`config.mk`:
```
export PLATFORM = sky130hd
export DESIGN_NAME = prefetch_reorder_queue
export DESIGN_NICKNAME = d
export VERILOG_FILES = /design/src/rtl/pfq_pkg.sv /design/src/rtl/pfq_ptrs.sv /design/src/rtl/pfq_slots.sv /design/src/rtl/prefetch_reorder_queue.sv
export SDC_FILE = /design/constraint.sdc
export NUM_CORES = 1
export LEC_CHECK = 0
export ABC_AREA = 1
export BUFFER_PORTS_ARGS = -buffer_cell sky130_fd_sc_hd__buf_2
export CAP_MARGIN = 20
export CELL_PAD_IN_SITES_DETAIL_PLACEMENT = 2
export CELL_PAD_IN_SITES_GLOBAL_PLACEMENT = 2
export CORE_MARGIN = 3
export CORE_UTILIZATION = 41
export CTS_CLUSTER_SIZE = 30
export DETAILED_ROUTE_END_ITERATION = 8
export PLACE_DENSITY_LB_ADDON = 0.1
export SLEW_MARGIN = 10
export SYNTH_ARGS = -nofsm -noshare
export SYNTH_HDL_FRONTEND = slang
export SYNTH_SLANG_ARGS = --single-unit
```
`constraint.sdc`:
```
create_clock -name clk -period 3.5 [get_ports clk]
set_input_delay 0.7 -clock clk [delete_from_list [all_inputs] [get_ports clk]]
set_output_delay 0.7 -clock clk [all_outputs]
set_load 0.01 [all_outputs]
```
`src/rtl/pfq_pkg.sv`:
```
package pfq_pkg;

  typedef enum logic [1:0] {
    RSP_IDLE   = 2'd0,
    RSP_FILL   = 2'd1,
    RSP_REJECT = 2'd2
  } rsp_kind_e;

  function automatic int unsigned idx_width(int unsigned n);
    return (n <= 1) ? 1 : $clog2(n);
  endfunction

endpackage

```
`src/rtl/pfq_ptrs.sv`:
```
module pfq_ptrs #(
  parameter int DEPTH = 16,
  localparam int IDX_W = pfq_pkg::idx_width(DEPTH),
  localparam int CNT_W = $clog2(DEPTH + 1)
) (
  input  logic             clk,
  input  logic             rst_n,
  input  logic             push_i,
  input  logic             pop_i,
  output logic [IDX_W-1:0] head_o,
  output logic [IDX_W-1:0] tail_o,
  output logic [CNT_W-1:0] count_o,
  output logic             full_o
);

  localparam logic [IDX_W-1:0] LAST = IDX_W'(DEPTH - 1);

  logic [IDX_W-1:0] head_q, head_d, tail_q, tail_d;
  logic [CNT_W-1:0] cnt_q, cnt_d;

  always_comb begin
    head_d = head_q;
    tail_d = tail_q;
    cnt_d  = cnt_q;
    if (pop_i) begin
      head_d = (head_q == LAST) ? '0 : head_q + 1'b1;
    end
    if (push_i) begin
      tail_d = (tail_q == LAST) ? '0 : tail_q + 1'b1;
    end
    if (push_i && !pop_i) begin
      cnt_d = cnt_q + 1'b1;
    end else if (pop_i && !push_i) begin
      cnt_d = cnt_q - 1'b1;
    end
  end

  always_ff @(posedge clk or negedge rst_n) begin
    if (!rst_n) begin
      head_q <= '0;
      tail_q <= '0;
      cnt_q  <= '0;
    end else begin
      head_q <= head_d;
      tail_q <= tail_d;
      cnt_q  <= cnt_d;
    end
  end

  assign head_o  = head_q;
  assign tail_o  = tail_q;
  assign count_o = cnt_q;
  assign full_o  = (cnt_q == CNT_W'(DEPTH));

  a_r3_no_push_when_full: assert property (@(posedge clk) disable iff (!rst_n)
    full_o |-> !push_i);

  a_r6_no_pop_when_empty: assert property (@(posedge clk) disable iff (!rst_n)
    (cnt_q == '0) |-> !pop_i);

  a_r8_count_rises: assert property (@(posedge clk) disable iff (!rst_n)
    (push_i && !pop_i) |=> (count_o == $past(count_o) + 1'b1));

endmodule

```
`src/rtl/pfq_slots.sv`:
```
module pfq_slots #(
  parameter int DEPTH  = 16,
  parameter int DATA_W = 32,
  localparam int IDX_W = pfq_pkg::idx_width(DEPTH)
) (
  input  logic              clk,
  input  logic              rst_n,
  input  logic              alloc_en,
  input  logic [IDX_W-1:0]  alloc_idx,
  input  logic              fill_en,
  input  logic [IDX_W-1:0]  fill_idx,
  input  logic [DATA_W-1:0] fill_data,
  input  logic              free_en,
  input  logic [IDX_W-1:0]  free_idx,
  input  logic [IDX_W-1:0]  rd_idx,
  output logic [DEPTH-1:0]  alloc_o,
  output logic [DEPTH-1:0]  dval_o,
  output logic [DATA_W-1:0] rd_data
);

  logic [DATA_W-1:0] store [DEPTH];

  for (genvar s = 0; s < DEPTH; s++) begin : g_slot
    logic              a_q, a_d, v_q, v_d;
    logic              hit_alloc, hit_fill, hit_free;
    logic [DATA_W-1:0] d_q;

    assign hit_alloc = alloc_en && (alloc_idx == IDX_W'(s));
    assign hit_fill  = fill_en  && (fill_idx  == IDX_W'(s));
    assign hit_free  = free_en  && (free_idx  == IDX_W'(s));

    always_comb begin
      a_d = a_q;
      v_d = v_q;
      if (hit_alloc) a_d = 1'b1;
      if (hit_fill)  v_d = 1'b1;
      if (hit_free) begin
        a_d = 1'b0;
        v_d = 1'b0;
      end
    end

    always_ff @(posedge clk or negedge rst_n) begin
      if (!rst_n) begin
        a_q <= 1'b0;
        v_q <= 1'b0;
      end else begin
        a_q <= a_d;
        v_q <= v_d;
      end
    end

    always_ff @(posedge clk) begin
      if (hit_fill) d_q <= fill_data;
    end

    assign alloc_o[s] = a_q;
    assign dval_o[s]  = v_q;
    assign store[s]   = d_q;
  end

  assign rd_data = store[rd_idx];

  a_r3_alloc_only_free_slot: assert property (@(posedge clk) disable iff (!rst_n)
    alloc_en |-> !alloc_o[alloc_idx]);

  a_r4_fill_only_waiting_slot: assert property (@(posedge clk) disable iff (!rst_n)
    fill_en |-> (alloc_o[fill_idx] && !dval_o[fill_idx]));

  a_r8_free_only_reserved: assert property (@(posedge clk) disable iff (!rst_n)
    free_en |-> alloc_o[free_idx]);

  a_r4_data_needs_reservation: assert property (@(posedge clk) disable iff (!rst_n)
    ((dval_o & ~alloc_o) == '0));

endmodule

```
`src/rtl/prefetch_reorder_queue.sv`:
```
module prefetch_reorder_queue #(
  parameter int DEPTH  = 16,
  parameter int ADDR_W = 32,
  parameter int DATA_W = 32,
  localparam int IDX_W = pfq_pkg::idx_width(DEPTH),
  localparam int CNT_W = $clog2(DEPTH + 1)
) (
  input  logic              clk,
  input  logic              rst_n,
  input  logic              iss_valid,
  input  logic [ADDR_W-1:0] iss_addr,
  output logic              iss_ready,
  output logic              mreq_valid,
  output logic [IDX_W-1:0]  mreq_tag,
  output logic [ADDR_W-1:0] mreq_addr,
  input  logic              mrsp_valid,
  input  logic [IDX_W-1:0]  mrsp_tag,
  input  logic [DATA_W-1:0] mrsp_data,
  input  logic              pop_req,
  output logic              pop_stall,
  output logic [DATA_W-1:0] pop_data,
  output logic              err_flag
);

  import pfq_pkg::*;

  logic [IDX_W-1:0]  head, tail;
  logic [CNT_W-1:0]  count;
  logic              full;
  logic [DEPTH-1:0]  alloc_vec, dval_vec;
  logic [DATA_W-1:0] head_data;
  logic              issue_fire, pop_fire, fwd, head_ready;
  rsp_kind_e         rsp_kind;
  logic              err_q, err_d;

  assign iss_ready  = !full;
  assign issue_fire = iss_valid && iss_ready;
  assign mreq_valid = issue_fire;
  assign mreq_tag   = tail;
  assign mreq_addr  = iss_addr;

  always_comb begin
    rsp_kind = RSP_IDLE;
    if (mrsp_valid) begin
      rsp_kind = (alloc_vec[mrsp_tag] && !dval_vec[mrsp_tag]) ? RSP_FILL : RSP_REJECT;
    end
  end

  assign fwd        = (rsp_kind == RSP_FILL) && (mrsp_tag == head);
  assign head_ready = dval_vec[head] || fwd;
  assign pop_fire   = pop_req && head_ready;
  assign pop_stall  = pop_req && !head_ready;
  assign pop_data   = dval_vec[head] ? head_data : mrsp_data;

  always_comb begin
    err_d = err_q;
    if (rsp_kind == RSP_REJECT) err_d = 1'b1;
  end

  always_ff @(posedge clk or negedge rst_n) begin
    if (!rst_n) err_q <= 1'b0;
    else        err_q <= err_d;
  end

  assign err_flag = err_q;

  pfq_ptrs #(.DEPTH(DEPTH)) u_ptrs (
    .clk     (clk),
    .rst_n   (rst_n),
    .push_i  (issue_fire),
    .pop_i   (pop_fire),
    .head_o  (head),
    .tail_o  (tail),
    .count_o (count),
    .full_o  (full)
  );

  pfq_slots #(.DEPTH(DEPTH), .DATA_W(DATA_W)) u_slots (
    .clk       (clk),
    .rst_n     (rst_n),
    .alloc_en  (issue_fire),
    .alloc_idx (tail),
    .fill_en   (rsp_kind == RSP_FILL),
    .fill_idx  (mrsp_tag),
    .fill_data (mrsp_data),
    .free_en   (pop_fire),
    .free_idx  (head),
    .rd_idx    (head),
    .alloc_o   (alloc_vec),
    .dval_o    (dval_vec),
    .rd_data   (head_data)
  );

  a_r3_count_matches_flags: assert property (@(posedge clk) disable iff (!rst_n)
    ($countones(alloc_vec) == int'(count)));

  a_r6_stall_holds_head: assert property (@(posedge clk) disable iff (!rst_n)
    pop_stall |=> (head == $past(head)));

  a_r9_err_sticky: assert property (@(posedge clk) disable iff (!rst_n)
    err_flag |=> err_flag);

  a_r5_pop_from_reserved: assert property (@(posedge clk) disable iff (!rst_n)
    (pop_req && !pop_stall) |-> alloc_vec[head]);

endmodule

```
# --- After elaboration in Yosys (flattened, before gate mapping) ---
# Cells that the tools add are included.
totals:
  reg_bits: 558
  in_bits: 73
  wordCells: 286
op_classes:
  addsub: 4
  magnitude_cmp: 3
  eq_ne: 49
  muxes: 80
  bitwise: 1
  n_reduce_logical: 97
op_table:
  columns: ["cell", "count"]
  rows:
  - ["binary-select mux 32 bit (select 4 bit)", 1]
  - ["equality test 4 bit, second input constant", 24]
  - ["two-way mux 32 bit", 3]
  - ["two-way mux 1 bit", 67]
  - ["nonzero test 2 bit", 33]
  - ["logical AND 1 bit", 55]
  - ["equality test 4 x 3 -> 1 bit, second input constant", 12]
  - ["equality test 4 x 2 -> 1 bit, second input constant", 6]
  - ["binary-select mux 1 bit (select 4 bit)", 3]
  - ["equality test 4 x 1 -> 1 bit, second input constant", 3]
  - ["zero test 4 bit", 3]
  - ["< comparator 4 x 5 -> 1 bit, second input constant", 2]
  - ["two-way mux 5 bit", 2]
  - ["adder 4 x 1 -> 4 bit, second input constant", 2]
  - ["two-way mux 4 bit", 2]
  - ["adder 5 x 1 -> 5 bit, second input constant", 1]
  - ["equality test 5 bit, second input constant", 1]
  - [">= comparator 5 bit, second input constant", 1]
  - ["zero test 1 bit", 5]
  - ["NOT 4 -> 5 bit", 1]
  - ["subtractor 5 x 1 -> 5 bit, second input constant", 1]
  - ["equality test 4 bit", 1]
  - ["two-way mux 2 bit", 2]
  - ["equality test 2 x 1 -> 1 bit, second input constant", 1]
  - ["2 further kinds", 2]

# --- Longest topological paths before layout ---
depth:
  depth_word: 13
  depth_mapped: 24
  ltp_nobuf: 22

# --- By module ---
# From an unflattened synthesis, not the netlist that was laid out.
hier_totals:
  cells_unflattened: 2624
  area_unflattened_um2: 25769.7
modules_own_cells:
  columns: ["module", "n_inst", "cells_each", "area_per_inst_um2", "seq_area_each_um2"]
  rows:
  - ["pfq_slots", 1, 2285, 23677.7, 16175.5]
  - ["prefetch_reorder_queue", 1, 247, 1346.3, 25.0]
  - ["pfq_ptrs", 1, 92, 745.7, 325.3]

# --- Worst setup path after synthesis ---
# No wires, ideal clock.
synth_path:
  path_kind: "input -> register"
  from: "in mrsp_tag[0]"
  to: "reg u_ptrs.cnt_q[4] (netlist: u_ptrs.count_o[4])"
  setup_ns: 0.125
  t_arrival_ns: 2.938
  t_required_ns: 3.375
  setup_slack_ns: 0.436
  stages: 22
  n_path_buf: 2
  cell_sequence: "buf_6 buf_6 o21ai_0 nand2_1 nand2_1 nand2_1 nand2_1 inv_1 nand2_1 nand4_1 nand2_4 nand2_1 ha_1 inv_1 ha_1 nand2_1 nor2_1 a211oi_1 nand2_1 nand2_1 nor2_1 xor2_1"
synth_via:
  elab_chain_len: 13
  word_cells_on_any_way: 18
  classes_between: "2 x eq/ne; 7 x mux; 9 x reduce/logical"
synth_rtl:
  columns: ["element", "line", "source"]
  rows:
  - ["start, declared", "prefetch_reorder_queue.sv:17", "input logic [IDX_W-1:0] mrsp_tag,"]
  - ["binary-select mux 1 bit (select 4 bit)", "prefetch_reorder_queue.sv:45", "rsp_kind = (alloc_vec[mrsp_tag] && !dval_vec[mrsp_tag]) ? RSP_FILL : RSP_REJECT;"]
  - ["two-way mux 1 bit (implied by the code)", "prefetch_reorder_queue.sv:45", null]
  - ["zero test 1 bit", "prefetch_reorder_queue.sv:45", null]
  - ["logical AND 1 bit", "prefetch_reorder_queue.sv:45", null]
  - ["two-way mux 2 bit", "prefetch_reorder_queue.sv:45", null]
  - ["two-way mux 2 bit", "prefetch_reorder_queue.sv:44", "if (mrsp_valid) begin"]
  - ["equality test 2 x 1 -> 1 bit", "prefetch_reorder_queue.sv:49", "assign fwd = (rsp_kind == RSP_FILL) && (mrsp_tag == head);"]
  - ["logical AND 1 bit *", "prefetch_reorder_queue.sv:49", null]
  - ["logical OR 1 bit *", "prefetch_reorder_queue.sv:50", "assign head_ready = dval_vec[head] || fwd;"]
  - ["logical AND 1 bit *", "prefetch_reorder_queue.sv:51", "assign pop_fire = pop_req && head_ready;"]
  - ["zero test 1 bit", "pfq_ptrs.sv:31", "if (push_i && !pop_i) begin"]
  - ["logical AND 1 bit", "pfq_ptrs.sv:31", null]
  - ["two-way mux 5 bit / nonzero test 2 bit (equally long branches)", null, null]
  - ["end signal, assigned", "pfq_ptrs.sv:46", "cnt_q <= cnt_d;"]
  - ["end, declared", "pfq_ptrs.sv:19", "logic [CNT_W-1:0] cnt_q, cnt_d;"]
# Every way passes the cells marked *; elsewhere a longest branch is shown, timed or not. The select of a mux whose other input is x is not followed.
# A chain may end at the register's enable or synchronous reset.

# --- Worst setup path after layout ---
layout_path:
  from: "reg u_ptrs.head_q[0] (netlist: u_ptrs.head_o[0])"
  to: "out pop_data[19]"
layout_via:
  elab_chain_len: 5
  word_cells_on_any_way: 7
  classes_between: "6 x mux; 1 x bitwise"
layout_rtl:
  columns: ["element", "line", "source"]
  rows:
  - ["start, declared", "pfq_ptrs.sv:18", "logic [IDX_W-1:0] head_q, head_d, tail_q, tail_d;"]
  - ["start signal, assigned", "pfq_ptrs.sv:40", "head_q <= '0;"]
  - ["start signal, assigned", "pfq_ptrs.sv:44", "head_q <= head_d;"]
  - ["NOT 4 -> 5 bit (implied by the code)", "pfq_slots.sv:62", "assign rd_data = store[rd_idx];"]
  - ["binary-select mux 32 bit (select 4 bit)", "pfq_slots.sv:62", null]
  - ["two-way mux 32 bit (implied by the code) (2 in a row)", "pfq_slots.sv:62", null]
  - ["two-way mux 32 bit *", "prefetch_reorder_queue.sv:53", "assign pop_data = dval_vec[head] ? head_data : mrsp_data;"]
  - ["end, declared", "prefetch_reorder_queue.sv:21", "output logic [DATA_W-1:0] pop_data,"]
# Marks and branches as above.

==> impl_results.md <==
- Tcrit/Tclk final: 0.985
- Largest net degree at the start of global routing: 80
- CTS root buf: clkbuf_16
- RSZ-0062 raised after global routing: yes
- Synth Instances: 1993
- CTS Buffer Depth: 3
- Routed len/inst: 29.1 um
- Syn_area_per_cell: ~12 um^2
- Port Buffer Count: 80
- Mapped Area: approximately 0.023 mm^2
- Via density: 5.83
- Pre-CTS WS: -0.0755 ns
- Worst-Margin Slew: around 0.68 ns
- Remaining DRCs: 0
- Max Slew Vio Count: 0
- Clock power frac: 0.257
- Site row count: 86
- Antenna diodes: 0
- Worst Hold Class: in -> async
- Clk sinks: between 500 and 600
- CP Launch Type: flip-flop
- # setup viols final: 0
- Iter 0 DRT Violations: ~1400
- Worst setup path category: reg -> out
- GR Util All Layers: 0.268
- Outcome: completed
- Final worst path period need: about 3.4 ns
- Initial antenna violation count: 2
- Clock-pin slew on the worst setup and hold paths: 0.06 ns
- Ports: 145
- Starting Density: 0.420
- Pwr Density: around 910 mW/mm^2
- Psw: a little under 10000 uW
- HPWL Detailed: 40800 um
- CP arrival: around 2.8 ns
- Layout area overhead: 17.0%
- Synth cell types: around 40
- Die Span Y: approximately 240 um
- Syn nets: between 2000 and 2500
- Sequential Power Share: 0.318
- Static Leakage: 0.00986 uW
- Register bit total from synthesis: 558
- Internal Power: 14900 uW
- First-pass GRT wire length: between 100000 and 150000 um
- Vias post-DR: 16700
- Drt pass-1 iters: 5
- WL final: between 80000 and 90000 um
- Final #Nets: 2149
- Antenna Nets Post-Route: 0
- Final hold slack: between 0.1 and 0.15 ns
- Sw frac: 0.398
- Total grt overflow: 0
- Yosys warning total: 0
- Hold Vio Cnt, Final: 0
- MaxCap Viol Count: 0
- Setup slack after layout: about 0.054 ns
- Layout cells sized above 1: 0.155
- Seq/Total Area, Yosys: 0.707
- Slew margin rel.: 0.548
- R2r setup slk: roughly 0.24 ns
- Worst R2R Start: u_ptrs.head_o[0]$_DFFE_PN0P_
- RePlAce Congestion: 0.781
- H-tree level count: 2
- CP required: between 2 and 3 ns
- CTS tree: yes
- Worst Setup End Kind: primary output
- FF-to-FF End: u_ptrs.count_o[4]$_DFFE_PN0P_
- Final Skew: around 0.019 ns
- Fmax: 290 MHz
- Total CTS buffers: between 50 and 60
- Clock Latency Late Sink: approximately 0.64 ns
- Reg2Reg Depth: 20
- Core box area: 0.0557 mm^2
- Post-CTS Hold Buffers: 0
- Number of global-route vias before repair: 18200
- Largest fanout on the critical path: 8
- Die area: approximately 0.06 mm^2
- Max VDD drop: about 0.75 mV
- Die W: 245 um
- Combinational group share of total power: 0.425
logic make-up (layout without fill, tap and decap cells):
group           count (synthesis)  in the layout  share of synthesized area
compound gates                496            496                      0.115
fa+ha+maj                      14             14                    0.00781
buf+inv                       253            371                     0.0518
simple gates                  666            666                      0.116
flops                         558            558                      0.707
xor+xnor                        6              6                    0.00225
placed cells by master, fill, tap and decap left out, types with 6 or more instances in the layout:
cell | netlist | final
o21ai_0 | 280 | 268
inv_2 | 4 | 20
nor2_1 | 287 | 284
buf_2 | 33 | 80
a21oi_1 | 42 | 36
buf_16 | 0 | 11
ha_1 | 13 | 13
clkbuf_16 | 0 | 65
edfxtp_1 | 512 | 512
dfrtp_1 | 46 | 42
nand3_1 | 56 | 56
buf_4 | 37 | 20
buf_12 | 0 | 30
nand3_2 | 14 | 14
nand2_1 | 288 | 283
clkinv_2 | 0 | 12
a31o_2 | 11 | 11
clkinv_1 | 3 | 18
o22ai_1 | 128 | 128
nand2_2 | 5 | 10
inv_1 | 94 | 77
o21ai_1 | 31 | 34
clkbuf_1 | 66 | 12
bufinv_16 | 0 | 7
buf_6 | 9 | 6
o21ai_2 | 0 | 9
stage by stage:
stage | TNS (ns) | area (um^2) | total power, uW | utilization | cells
6_report | 0 | 27400 | 24800 | 0.491 | 2859
5_1_grt | -0.423 | 27400 | 26100 | 0.491 | 2859
4_1_cts | -0.0307 | 27000 | 23700 | 0.484 | 2843
3_5_place_dp | -0.0755 | 24700 | 16300 | 0.443 | 2723
3_3_place_gp | 0 | 24700 | 15900 | 0.443 | 2723
2_1_floorplan | 0 | 23400 | 13200 | - | 1993
worst max path at each step:
stage,slack [ns],to,depth (start not counted),start
detailed placement,-0.08,u_ptrs.count_o[4]$_DFFE_PN0P_,22,mrsp_tag[0]
global placement,0.09,u_ptrs.count_o[4]$_DFFE_PN0P_,22,mrsp_tag[0]
CTS,-0.03,pop_data[10],9,u_ptrs.head_o[0]$_DFFE_PN0P_
global route,-0.03,pop_data[7],12,u_ptrs.head_o[0]$_DFFE_PN0P_
floorplan,0.44,u_ptrs.count_o[4]$_DFFE_PN0P_,22,mrsp_tag[0]
finish,0.05,pop_data[19],12,u_ptrs.head_o[0]$_DFFE_PN0P_
worst max-delay path: stages, from the launching register on:
cell	delay, ns
dfrtp_4	0.50
buf_12	0.17
clkinv_16	0.07
a21oi_1	0.06
o21ai_1	0.10
a21oi_1	0.09
or2_1	0.26
nor2_4	0.13
buf_12	0.19
clkbuf_16	0.21
nand2_1	0.07
o21ai_1	0.09
buf_2	0.16
synthesized netlist by cell type (all sizes together):
cell | count | area share
clkinv | 3 | 0.00048
a21oi | 42 | 0.0090
o21ai | 311 | 0.067
clkbuf | 67 | 0.011
and3 | 1 | 0.00027
xnor2 | 1 | 0.00037
nand3b | 1 | 0.00032
a211oi | 1 | 0.00032
nor3 | 2 | 0.00043
nand4 | 3 | 0.00080
nand2 | 294 | 0.048
ha | 13 | 0.0070
nor2 | 291 | 0.047
a31oi | 1 | 0.00027
buf | 84 | 0.025
nand3 | 70 | 0.018
edfxtp | 512 | 0.66
a31o | 11 | 0.0041
or2 | 3 | 0.00080
a2111oi | 1 | 0.00037
dfrtp | 46 | 0.049
inv | 99 | 0.016
xor2 | 5 | 0.0019
o22ai | 128 | 0.034
nor3b | 1 | 0.00032
a21o | 1 | 0.00032
fa | 1 | 0.00086
power by group through the flow:
stage / logic (uW) / registers [uW] / clock network, uW
after CTS: 9340 / 7900 / 6420
after detailed placement: 8310 / 8030 / 0
after floorplan: 5370 / 7860 / 0
final: 10500 / 7880 / 6370
after global placement: 7910 / 8030 / 0
after global routing: 11500 / 7910 / 6740
repair_timing:
action / CTS / global route
gates resized for setup: 27 / 44
setup endpoints to repair: 33 / 33
buffers inserted: 5 / 7
gates cloned: 5 / 9
pin swaps: 1 / 5
sequential cells by signal, indices dropped and copies added, names as in the netlist:
name	count
err_flag	1
u_ptrs.head_o	4
u_slots.g_slot.a_q	16
u_slots.g_slot.v_q	16
u_ptrs.tail_o	4
u_ptrs.count_o	5
u_slots.g_slot.d_q	512
layout make-up:
cell class                 instances  area (um^2)
clock buffer                      72         1550
clock inverter                    38          377
fill                            5485        28400
inverter                         102          417
multi-input combinational       1182         5750
sequential                       558        16500
tap                              748          936
timing repair buffer             156         1760
timing repair inverter             3         33.8
routing by layer:
| layer | vias up | routed length (um) | global-route usage |
|---|---|---|---|
| met2 | 469 | 41900 | 0.463 |
| met5 | - | 28 | 0 |
| met1 | 8855 | 34700 | 0.348 |
| met4 | 4 | 2640 | 0.102 |
| li1 | 7194 | - | - |
| met3 | 154 | 3900 | 0.0342 |
(Power assumes the default switching activity.)
